**config.mk**
```make
export PLATFORM = sky130hd
export DESIGN_NAME = desc_fetch_ctrl
export DESIGN_NICKNAME = d
export VERILOG_FILES = /design/src/rtl/dfc_pkg.sv /design/src/rtl/dfc_regs.sv /design/src/rtl/dfc_fsm.sv /design/src/rtl/desc_fetch_ctrl.sv
export SDC_FILE = /design/constraint.sdc
export NUM_CORES = 1
export LEC_CHECK = 0
export ABC_CLOCK_PERIOD_IN_PS = 1740
export BUFFER_PORTS_ARGS = -buffer_cell sky130_fd_sc_hd__buf_4
export CAP_MARGIN = 20
export CORE_UTILIZATION = 45
export DETAILED_ROUTE_END_ITERATION = 8
export PLACE_DENSITY = 0.77
export REMOVE_ABC_BUFFERS = 1
export SLEW_MARGIN = 5
export SYNTH_ARGS = -nofsm -noshare
export SYNTH_HDL_FRONTEND = slang
export SYNTH_SLANG_ARGS = --single-unit
```
**constraint.sdc**
```tcl
create_clock -name clk_i -period 1.74 [get_ports clk_i]
set_input_delay 0.087 -clock clk_i [delete_from_list [all_inputs] [get_ports clk_i]]
set_output_delay 0.087 -clock clk_i [all_outputs]
set_load 0.05 [all_outputs]
```
**src/rtl/dfc_pkg.sv**
```systemverilog
package dfc_pkg;
  typedef enum logic [2:0] {
    ST_IDLE, ST_FETCH, ST_CHECK, ST_RUN, ST_HALT
  } dfc_st_e;

  localparam logic [1:0] RA_BASE = 2'd0;
  localparam logic [1:0] RA_OFF  = 2'd1;
  localparam logic [1:0] RA_RDY  = 2'd2;
  localparam logic [1:0] RA_CFG  = 2'd3;
endpackage

```
**src/rtl/dfc_regs.sv**
```systemverilog
module dfc_regs
  import dfc_pkg::*;
#(
  parameter int REG_W = 16,
  parameter logic [REG_W-1:0] BASE_RST = 16'hF003
) (
  input  logic             clk_i,
  input  logic             rst_ni,
  input  logic             we_i,
  input  logic [1:0]       addr_i,
  input  logic [REG_W-1:0] wdata_i,
  input  logic             autobuf_i,
  input  logic             fetch_ok_i,
  input  logic [REG_W-1:0] cfg_i,
  output logic [REG_W-1:0] rdata_o,
  output logic [REG_W-1:0] base_o,
  output logic [REG_W-1:0] off_o,
  output logic             rdy_o,
  output logic             rdy_wr_o
);
  logic [REG_W-1:0] base_q, off_q;
  logic             rdy_q;

  assign rdy_wr_o = we_i && (addr_i == RA_RDY) && wdata_i[0] && !autobuf_i;

  always_ff @(posedge clk_i or negedge rst_ni) begin
    if (!rst_ni) begin
      base_q <= BASE_RST;
      off_q  <= '0;
      rdy_q  <= 1'b0;
    end else begin
      if (we_i && addr_i == RA_BASE) base_q <= wdata_i;
      if (we_i && addr_i == RA_OFF)  off_q  <= wdata_i;
      // a successful fetch wins over a coincident set
      if (fetch_ok_i)    rdy_q <= 1'b0;
      else if (rdy_wr_o) rdy_q <= 1'b1;
    end
  end

  always_comb begin
    unique case (addr_i)
      RA_BASE: rdata_o = base_q;
      RA_OFF:  rdata_o = off_q;
      RA_RDY:  rdata_o = {{(REG_W-1){1'b0}}, rdy_q};
      default: rdata_o = cfg_i;
    endcase
  end

  assign base_o = base_q;
  assign off_o  = off_q;
  assign rdy_o  = rdy_q;
endmodule

```
**src/rtl/dfc_fsm.sv**
```systemverilog
module dfc_fsm
  import dfc_pkg::*;
#(
  parameter int REG_W   = 16,
  parameter int OWN_BIT = 15
) (
  input  logic             clk_i,
  input  logic             rst_ni,
  input  logic             autobuf_i,
  input  logic             start_i,
  input  logic             done_i,
  input  logic             rdy_wr_i,
  input  logic             mem_valid_i,
  input  logic             mem_err_i,
  input  logic [REG_W-1:0] mem_rdata_i,
  output logic             mem_req_o,
  output logic [REG_W-1:0] cfg_o,
  output logic             fetch_ok_o,
  output logic             halted_o,
  output logic             running_o
);
  dfc_st_e          st_q, st_d;
  logic [REG_W-1:0] cfg_q;

  assign fetch_ok_o = (st_q == ST_FETCH) && mem_valid_i && !mem_err_i;

  always_comb begin
    st_d = st_q;
    unique case (st_q)
      ST_IDLE:  if (start_i)       st_d = autobuf_i ? ST_RUN : ST_FETCH;
                else if (rdy_wr_i) st_d = ST_FETCH;
      ST_FETCH: if (mem_valid_i)   st_d = mem_err_i ? ST_HALT : ST_CHECK;
      ST_CHECK: st_d = cfg_q[OWN_BIT] ? ST_RUN : ST_HALT;
      ST_RUN:   if (done_i)        st_d = ST_IDLE;
      ST_HALT:  if (rdy_wr_i)      st_d = ST_FETCH;
      default:  st_d = ST_IDLE;
    endcase
  end

  always_ff @(posedge clk_i or negedge rst_ni) begin
    if (!rst_ni) begin
      st_q  <= ST_IDLE;
      cfg_q <= '0;
    end else begin
      st_q <= st_d;
      if (fetch_ok_o) cfg_q <= mem_rdata_i;
    end
  end

  assign mem_req_o = (st_q == ST_FETCH);
  assign halted_o  = (st_q == ST_HALT);
  assign running_o = (st_q == ST_RUN);
  assign cfg_o     = cfg_q;
endmodule

```
**src/rtl/desc_fetch_ctrl.sv**
```systemverilog
module desc_fetch_ctrl #(
  parameter int REG_W   = 16,
  parameter int OWN_BIT = 15,
  parameter logic [REG_W-1:0] BASE_RST = 16'hF003,
  localparam int ADDR_W = 2 * REG_W
) (
  input  logic              clk_i,
  input  logic              rst_ni,
  input  logic              reg_we_i,
  input  logic [1:0]        reg_addr_i,
  input  logic [REG_W-1:0]  reg_wdata_i,
  output logic [REG_W-1:0]  reg_rdata_o,
  input  logic              autobuf_i,
  input  logic              start_i,
  input  logic              done_i,
  output logic              mem_req_o,
  output logic [ADDR_W-1:0] mem_addr_o,
  input  logic              mem_valid_i,
  input  logic              mem_err_i,
  input  logic [REG_W-1:0]  mem_rdata_i,
  output logic [REG_W-1:0]  cfg_o,
  output logic              halted_o,
  output logic              running_o
);
  logic [REG_W-1:0] base_w, off_w, cfg_w;
  logic             rdy_q, rdy_wr, fetch_ok;

  dfc_regs #(.REG_W(REG_W), .BASE_RST(BASE_RST)) u_regs (
    .clk_i      (clk_i),
    .rst_ni     (rst_ni),
    .we_i       (reg_we_i),
    .addr_i     (reg_addr_i),
    .wdata_i    (reg_wdata_i),
    .autobuf_i  (autobuf_i),
    .fetch_ok_i (fetch_ok),
    .cfg_i      (cfg_w),
    .rdata_o    (reg_rdata_o),
    .base_o     (base_w),
    .off_o      (off_w),
    .rdy_o      (rdy_q),
    .rdy_wr_o   (rdy_wr)
  );

  dfc_fsm #(.REG_W(REG_W), .OWN_BIT(OWN_BIT)) u_fsm (
    .clk_i       (clk_i),
    .rst_ni      (rst_ni),
    .autobuf_i   (autobuf_i),
    .start_i     (start_i),
    .done_i      (done_i),
    .rdy_wr_i    (rdy_wr),
    .mem_valid_i (mem_valid_i),
    .mem_err_i   (mem_err_i),
    .mem_rdata_i (mem_rdata_i),
    .mem_req_o   (mem_req_o),
    .cfg_o       (cfg_w),
    .fetch_ok_o  (fetch_ok),
    .halted_o    (halted_o),
    .running_o   (running_o)
  );

  assign mem_addr_o = {base_w, off_w};
  assign cfg_o      = cfg_w;
endmodule

```
# Yosys cells after proc, flatten, opt, wreduce, memory -nomap -nowiden
# Cells that the tools add are included.
# totals
mem_count,0
latch_bits,0
wordCells,37
in_bits,42
ramBits,0
mem_bits_ro,0
ff_bits,52
out_inout_bits,67
# op_classes
reduce_logical,13
n_eq_ne,8
mux,11
shifts,0
magnitude_cmp,0
div,0
bitwise_logic,0
n_addsub,0
multipliers,0
# ops
op,count
16-bit one-hot mux with 3 select lines,1
3-bit two-way mux,6
3-bit one-hot mux with 5 select lines,1
1-bit logical AND,7
"3-bit by 2-bit equality test with 1-bit output, second input constant",2
"3-bit by 1-bit equality test with 1-bit output, second input constant",1
"3-bit equality test, second input constant",1
3-bit zero test,1
"2-bit by 1-bit equality test with 1-bit output, second input constant",1
"2-bit equality test, second input constant",1
1-bit zero test,2
2-bit zero test,1
1-bit two-way mux,2
2-bit two-way mux,1
"2-bit by 1-bit != test with 1-bit output, second input constant",1
"2-bit != test, second input constant",1
2-bit AND reduction,1
2-bit nonzero test,1

# Longest topological paths before layout
# Gate-level depths: netlist (run 1).
# depth
word_depth,7
mapped_depth,6
depth_no_buf,3

# Cells and area by module
# A second synthesis (run 1) with hierarchy kept.
# unflattened
cells_unflattened,174
hier_area_um2,2603.7
# by_module_without_submodules
mod,seq_area_each_um2,area_each_um2,instances,cells_each
dfc_regs,833.3,1722.9,1,112
dfc_fsm,475.5,880.8,1,62

# Worst setup path after synthesis (run 1)
# No wires, ideal clock.
# synth_timing
path_type,flip-flop to flip-flop
startpoint,register u_fsm.st_q[1]
endpoint,register u_fsm.st_q[2]
stages_incl_launch_ff,5
required_ns,1.657
n_path_buf,1
t_arrival_ns,2.093
setup_ns,0.083
path_slack_ns,-0.436
period_less_slack_ns,2.176
cell_sequence,dfrtp_1 buf_2 nor3b_1 o21ai_0 o21ai_0
# synth_via
word_cells_on_any_way,9
cone_classes,6 x eq/ne; 1 x mux; 2 x reduce/logical
# synth_lines
item,line_no,rtl
start: declaration,dfc_fsm.sv:22,"dfc_st_e st_q, st_d;"
start signal: assignment,dfc_fsm.sv:45,st_q <= st_d;
3-bit equality test,--,
named net halted_o,desc_fetch_ctrl.sv:22,"output logic halted_o,"
3-bit one-hot mux with 5 select lines,dfc_fsm.sv:29,unique case (st_q)
# The timed path passes the listed nets, and every way through them passes these cells.
# A chain may end at the register's enable or synchronous reset.

# Final worst setup path (run 1)
# layout_timing
startpoint,register u_fsm.st_q[1]
endpoint,output halted_o
# layout_via
elab_chain_len,1
# layout_lines
item,line_no,rtl
3-bit equality test,dfc_fsm.sv:51,assign halted_o = (st_q == ST_HALT);
end: declaration,desc_fetch_ctrl.sv:22,
# Every way passes these cells.

==> results.txt, run 1 <==
Outcome -> finished clean
Fill count -> 439
Worst skew pair latency -> 0.30 ns
TritonRoute pass-1 iters -> 4
Post-Syn Instances -> 183
I/O pins -> 109
Reg2reg setup slack -> 0.31 ns
Crit-path cells -> buf_4, nor3b_1, buf_4
Library cells used by synthesis -> 28
Worst min path class -> input pin to flop
Simple-Gate Fraction of Synth Area -> 8.40%
Fin Clk Skew -> 0.00796 ns
Placer congestion estimate -> 0.745
Slowest cell on the critical path -> dfrtp_1
Pre-CTS worst setup slack -> 0.307 ns
Initial antenna violation count -> 0
CP arrival -> 1.45 ns
Area delta synth->final -> 38.8%
Number of setup violations in the final report -> 0
Total power -> 5.86 mW
Final Hold Vio Count -> 0
Cell mode on critical path -> buf_4
Worst r2r dst -> u_fsm.cfg_o[4]$_DFFE_PN0P_
# Post-CTS Setup Buffers -> 0
Number of synthesized flops with an enable pin -> 0
Layout cell share with drive strength beyond 1 -> 60.9%
Worst flop-to-flop path startpoint -> u_fsm.st_q[0]$_DFFE_PN0P_
Final period utilization -> 88.4%
Post-cts resize count -> 0
CP required -> 1.65 ns
CTS H-tree depth -> 2
Hold path startpoint -> mem_rdata_i[13]
Via count -> 1871
Sequential area share after synthesis -> 52.6%
Fmax -> 650 MHz
Slew margin rel. -> 57.1%
Worst hold stages -> 2
Most common cell after layout, fill and taps aside -> buf_4
Core area -> 5200 µm²
Design Area, Final -> 3450 µm²
Pwr Density -> 1700 nW/µm²
Root buf cell -> clkbuf_8
Hold path endpoint -> u_fsm.cfg_o[13]$_DFFE_PN0P_
WS Path Type -> flop to output port
Commonest non-fill, non-tap cells in the layout -> buf_4 (112), dfrtp_1 (46), mux2_2 (39), o21ai_0 (19)
Final Core Density -> 66.3%
Post-synthesis mux area share -> 30.4%
Num CTS Buffers -> 5
# port buffers -> 108
Total GRT Usage -> 20.5%
Seq cells post-synth -> 52
Crit path max fanout -> 11
R2R depth -> 3
Clock-pin slew on the worst setup and hold paths -> 0.09 ns
Die width -> 76.3 µm
Compound-cell area share of the yosys netlist -> 5.28%
Wire per inst -> 15.9 µm
CP startpoint kind -> flop
ANT nets after route -> 0
Crit end category -> output port
Vias per cell -> 5.14
Max Slew Vio Count -> 0
First-pass GRT wire length -> 9340 µm
Min cycle time layout -> 1.54 ns
Worst slew pin tran -> 0.643 ns
YS warnings -> 0
Syn Std Cell Area -> 2490 µm²
TritonCTS clock tree -> built
Max rail drop VDD -> 0.920 mV
WL final -> 5790 µm
# clock sinks -> 52
Average cell area after synthesis -> 13.6 µm²
Vias in the first global route -> 1911
Initial DRC count -> 56
Asr flop ratio synth -> 100%
Initial Util -> 47.8%
Combinational family with the most area after synthesis -> multiplexers
RSZ-0062 raised after global routing -> no
CTS max path bufs -> 2
Post-synthesis adder-cell area fraction -> 0%
Ant. Diodes -> 0
Critical Path Max Stage Delay -> 0.41 ns
Number of max-cap violations -> 0
Largest net degree at the start of global routing -> 53
DRC -> 0
Post-synthesis xor/xnor area fraction -> 0%
Die area -> 5830 µm²
Post-DP Area -> 3330 µm²
Die Ht -> 76.3 µm
Post-synth top flop -> dfrtp_1
Post-route setup slack -> 0.202 ns
Nets@finish -> 335
Static leakage -> 1.69 nW
FP Rows -> 26
HPWL Detailed -> 4050 µm
GRT overflow -> 0
==> registers in the layout (all words and copies together), names as in the netlist <==
signal	cells
u_fsm.st_q	3
u_regs.base_o	16
u_regs.rdy_o	1
u_fsm.cfg_o	16
u_regs.off_o	16
==> worst max-delay path by stage <==
| stage | cells after the start | endpoint | from | slack, ns |
|---|---|---|---|---|
| CTS | 3 | halted_o | u_fsm.st_q[1]$_DFFE_PN0P_ | 0.21 |
| global route | 3 | halted_o | u_fsm.st_q[1]$_DFFE_PN0P_ | 0.17 |
| floorplan | 3 | u_fsm.st_q[2]$_DFFE_PN0P_ | u_fsm.st_q[1]$_DFFE_PN0P_ | -0.38 |
| detailed placement | 3 | u_fsm.cfg_o[5]$_DFFE_PN0P_ | u_fsm.st_q[0]$_DFFE_PN0P_ | 0.31 |
| global placement | 3 | u_fsm.cfg_o[2]$_DFFE_PN0P_ | u_fsm.st_q[0]$_DFFE_PN0P_ | 0.36 |
| finish | 3 | halted_o | u_fsm.st_q[1]$_DFFE_PN0P_ | 0.20 |
==> synthesized netlist by cell type (2+ instances only) <==
cell	count	area share, %
and2_1	2	0.50
mux2_2	39	18
clkbuf_1	2	0.30
buf_6	4	1.8
nor3b_4	2	1.5
nand2_1	16	2.4
dfstp_2	6	6.3
o21ai_0	19	3.8
mux2i_1	16	6.4
a21oi_1	2	0.40
nand4b_1	2	0.70
dfrtp_1	46	46
buf_2	4	0.81
mux2_4	9	5.4
==> cells by family (layout without fill, tap and decap cells) <==
logic type,Yosys count,after routing
buffers and inverters,11,122
DFF,52,52
muxes,65,65
AOI/OAI and AO/OA,24,24
and+or+nand+nor,31,31
==> metrics by stage <==
| step | instances | hold WS, ns | setup TNS (ns) |
|---|---|---|---|
| finish | 364 | 0.0176 | 0 |
| global route | 364 | 0.00111 | 0 |
| CTS | 363 | 0.000659 | 0 |
| detailed placement | 354 | 0.154 | 0 |
| global placement | 354 | 0.152 | 0 |
| floorplan | 172 | -0.209 | -4.92 |
==> routing by layer <==
metal | wire length (µm) | share of wire, % | vias up | track usage [%]
met5 | 0 | 0 | - | 0
met3 | 381 | 6.6 | 5 | 6.59
met4 | 32 | 0.55 | 0 | 4.04
li1 | - | - | 876 | -
met1 | 2350 | 41 | 925 | 24.8
met2 | 3020 | 52 | 65 | 35.9
==> layout make-up <==
type                       count  area (µm²)  area share [%]
clock buffer                   6        82.6            2.39
timing repair buffer         114         861            24.9
clock inverter                 2        13.8           0.399
sequential                    52        1310            37.9
multi-input combinational    120        1100            31.8
tap                           70        87.6            2.54
==> what timing repair did <==
action	CTS	global route
hold buffers	1	1
endpoints found under the setup margin	0	0
endpoints found under the hold margin	46	1
==> where the power goes <==
part	total (mW)	internal, mW	switching (mW)
clock network	0.700	0.325	0.375
registers	1.95	1.60	0.347
logic	3.21	1.13	2.08
total	5.86	3.06	2.80
==> worst max-delay path, delay by kind of cell (launching register included) <==
| family | cells | cell delay (ns) |
|---|---|---|
| flops | 1 | 0.41 |
| buf+inv | 2 | 0.44 |
| simple gates | 1 | 0.30 |
(Power assumes the default switching activity.)
==> run 2, diff against run 1 <==
--- a/config.mk
+++ b/config.mk
@@ -5,7 +5,8 @@
 export SDC_FILE = /design/constraint.sdc
 export NUM_CORES = 1
 export LEC_CHECK = 0
-export ABC_CLOCK_PERIOD_IN_PS = 1740
+export ABC_AREA = 1
+export ABC_CLOCK_PERIOD_IN_PS = 1800
 export BUFFER_PORTS_ARGS = -buffer_cell sky130_fd_sc_hd__buf_4
 export CAP_MARGIN = 20
 export CORE_UTILIZATION = 45
==> constraint.sdc (replaced) <==
create_clock -name clk_i -period 1.8 [get_ports clk_i]
set_input_delay 0.09 -clock clk_i [delete_from_list [all_inputs] [get_ports clk_i]]
set_output_delay 0.09 -clock clk_i [all_outputs]
set_load 0.05 [all_outputs]
==> run 2 against run 1 <==
  * First-iteration DRC count increased by 130%
  * Global-route usage rose by 1.9 points
  * Utilization increased by 0.17 points
==> results.txt, run 2 <==
Setup TNS -> 0 ns (unchanged)
Worst min path class -> input pin to flop (unchanged)
Core area -> 5200 µm² (unchanged)
Crit end category -> output port (unchanged)
Pre-CTS worst setup slack -> 0.429 ns (was 0.307 ns)
Hold slack -> 0.0275 ns (was 0.0176 ns)
Library cells used by synthesis -> 23 (was 28)
TritonRoute pass-1 iters -> 4 (unchanged)
Post-synth top area share -> 46.2% (was 46.3%)
Ant. Diodes -> 0 (unchanged)
WL final -> 6260 µm (was 5790 µm)
TritonCTS clock tree -> built (unchanged)
DRC -> 0 (unchanged)
Max rail drop VDD -> 0.919 mV (was 0.920 mV)
Outcome -> finished clean (unchanged)
Gate power share -> 52.2% (was 54.8%)
Pwr Density -> 1550 nW/µm² (was 1700 nW/µm²)
ANT nets after route -> 0 (unchanged)
Post-cts resize count -> 0 (unchanged)
Fmax -> 680 MHz
Static leakage -> 1.91 nW (was 1.69 nW)
Via count -> 2378 (was 1871)
CTS H-tree depth -> 2 (unchanged)
Layout cell share with drive strength beyond 1 -> 35.7% (was 60.9%)
Fill count -> 478 (was 439)
YS warnings -> 0 (unchanged)
Worst slew pin tran -> 0.646 ns (was 0.643 ns)
Fin Clk Skew -> 0.00935 ns (was 0.00796 ns)
Vias in the first global route -> 2233 (was 1911)
Simple-Gate Fraction of Synth Area -> 24.9% (was 8.40%)
Final period utilization -> 81.7%
Placer congestion estimate -> 0.878 (was 0.745)
Worst skew pair latency -> 0.30 ns (about the same)
Die Ht -> 76.4 µm (was 76.3 µm)
Crit path max fanout -> 6 (was 11)
Number of synthesized flops with an enable pin -> 0 (unchanged)
Seq. cell area -> 1310 µm² (unchanged)
Vias per cell -> 4.91 (was 5.14)
Psw -> 2.61 mW (was 2.80 mW)
Multi-input logic area -> 940 µm² (was 1100 µm²)
Dominant cells by area after synthesis -> dfrtp_1 (46%), nand2_1 (16%), inv_1 (6.5%) (was dfrtp_1 (46%), mux2_2 (18%), mux2i_1 (6.4%))
CP startpoint kind -> flop (unchanged)
Commonest non-fill, non-tap cells in the layout -> buf_4 (112), nand2_1 (106), dfrtp_1 (46), inv_1 (43), nand3_1 (19) (was buf_4 (112), dfrtp_1 (46), mux2_2 (39), o21ai_0 (19))
I/O pins -> 109 (unchanged)
Total GRT Usage -> 22.4% (was 20.5%)
Seq cells post-synth -> 52 (unchanged)
GRT overflow -> 0 (unchanged)
# clock sinks -> 52 (unchanged)
Max Slew Vio Count -> 0 (unchanged)
HPWL Detailed -> 4520 µm (was 4050 µm)
Sequential area share after synthesis -> 52.6% (about the same)
Most common cell after layout, fill and taps aside -> buf_4 (unchanged)
Reg power frac -> 33.2% (about the same)
Average cell area after synthesis -> 8.16 µm² (was 13.6 µm²)
Num CTS Buffers -> 5 (unchanged)
Slew margin rel. -> 56.9% (was 57.1%)
Post-synthesis xor/xnor area fraction -> 0% (unchanged)
Sw frac -> 48.7% (was 47.8%)
Min cycle time layout -> 1.47 ns
Power Internal -> 2.74 mW (was 3.06 mW)
Syn Std Cell Area -> 2490 µm² (about the same)
Number of max-cap violations -> 0 (unchanged)
Area delta synth->final -> 38.9% (was 38.8%)
CTS max path bufs -> 2 (unchanged)
Nets@finish -> 455 (was 335)
Root buf cell -> clkbuf_8 (unchanged)
Initial antenna violation count -> 0 (unchanged)
FP Rows -> 26 (unchanged)
Initial DRC count -> 126 (was 56)
CP required -> 1.71 ns (was 1.65 ns)
WS Path Type -> flop to output port (unchanged)
Die width -> 76.4 µm (was 76.3 µm)
Asr flop ratio synth -> 100% (unchanged)
Post-synthesis mux area share -> 0% (was 30.4%)
# Post-CTS Setup Buffers -> 0 (unchanged)
Compound-cell area share of the yosys netlist -> 12.9% (was 5.28%)
Final Core Density -> 66.5% (was 66.3%)
Clock share of power -> 14.7% (was 12.0%)
RSZ-0062 raised after global routing -> no (unchanged)
Combinational family with the most area after synthesis -> simple AND/OR/NAND/NOR gates (was multiplexers)
First-pass GRT wire length -> 10500 µm (was 9340 µm)
CP arrival -> 1.38 ns (was 1.45 ns)
Post-Syn Instances -> 305 (was 183)
Synth top cells by count -> nand2_1 (106), dfrtp_1 (46), inv_1 (43), nand3_1 (19) (was dfrtp_1 (46), mux2_2 (39), o21ai_0 (19), mux2i_1 (16), nand2_1 (16))
Post-synth top flop -> dfrtp_1 (unchanged)
Leading area contributor after synthesis -> dfrtp_1 (unchanged)
Post-route setup slack -> 0.330 ns (was 0.202 ns)
Count leader, synth -> nand2_1 (was dfrtp_1)
Post-synthesis adder-cell area fraction -> 0% (unchanged)
Die area -> 5830 µm² (about the same)
Largest net degree at the start of global routing -> 53 (unchanged)
Clock-pin slew on the worst setup and hold paths -> 0.09 ns (about the same)
# port buffers -> 108 (unchanged)
Initial Util -> 47.8% (about the same)
Number of setup violations in the final report -> 0 (unchanged)
Final Hold Vio Count -> 0 (unchanged)
Wire per inst -> 12.9 µm (was 15.9 µm)
Total power -> 5.35 mW (was 5.86 mW)
run 2: changes by cell type in the layout (fill, tap and decap cells not counted), sizes merged, moves of 2 or more:
cell and delta:
nor2 +10, nand4b -2, nor3 +2, nand4 +4, mux2i -16, and2 -2, inv +43, o21ai +29
mux2 -48, nand2 +91, nor3b -3, nand3 +20
run 2: final timing paths:
kind	startpoint	to	slack [ns]	cells past startpoint
max in group asynchronous	rst_ni	u_fsm.cfg_o[2]$_DFFE_PN0P_	1.01	2
worst min-delay path	reg_wdata_i[1]	u_regs.base_o[1]$_DFFE_PN1P_	0.03	3
min in group asynchronous	rst_ni	u_fsm.cfg_o[7]$_DFFE_PN0P_	0.35	2
worst min register to register	u_regs.base_o[15]$_DFFE_PN1P_	u_regs.base_o[15]$_DFFE_PN1P_	0.51	2
worst max-delay path	u_fsm.st_q[1]$_DFFE_PN0P_	halted_o	0.33	4
worst max register to register	u_fsm.st_q[1]$_DFFE_PN0P_	u_fsm.cfg_o[10]$_DFFE_PN0P_	0.42	5
run 2: worst max-delay path, cell delays in order (launching register included):
cell     delay, ns
dfrtp_1       0.46
nor2_1        0.26
nand2_1       0.12
inv_1         0.06
buf_4         0.18
run 2: cells by family after synthesis:
family                 count (synthesis)
AND/OR/NAND/NOR                      146
buffers and inverters                 56
flip-flops                            52
AO/OA/AOI/OAI                         51
run 2: through the flow:
| stage | std cells | area [µm²] |
|---|---|---|
| CTS | 484 | 3460 |
| detailed placement | 475 | 3340 |
| finish | 484 | 3460 |
| floorplan | 293 | 2410 |
| global route | 484 | 3460 |
| global placement | 475 | 3340 |
run 2: power groups by stage:
stage / clock network (mW) / logic, mW / registers, mW
2_1_floorplan: 0 / 0.957 / 2.74
3_3_place_gp: 0 / 2.76 / 1.78
3_5_place_dp: 0 / 2.80 / 1.79
4_1_cts: 0.799 / 2.81 / 1.77
5_1_grt: 0.856 / 2.94 / 1.83
6_report: 0.783 / 2.79 / 1.77
run 2: timing repair:
action                                  in CTS  in global routing
hold buffers                                 1                  0
endpoints found under the hold margin       46                  0
endpoints found under the setup margin       0                  0
run 2: final cells by class:
type / count / share of cell area (%)
Sequential cell: 52 / 37.8
Multi-Input combinational cell: 197 / 27.2
Timing Repair Buffer: 113 / 24.6
Inverter: 44 / 4.77
Tap cell: 70 / 2.53
Clock buffer: 6 / 2.10
Clock inverter: 2 / 1.01
run 2: metal layers:
layer  vias up  part of all wire (%)  global-route usage [%]
met5         -                     0                       0
met4         0                  0.40                    5.00
met3         4                   7.7                    5.03
met2       106                    49                    38.1
met1      1104                    43                    29.2
li1       1164                     -                       -
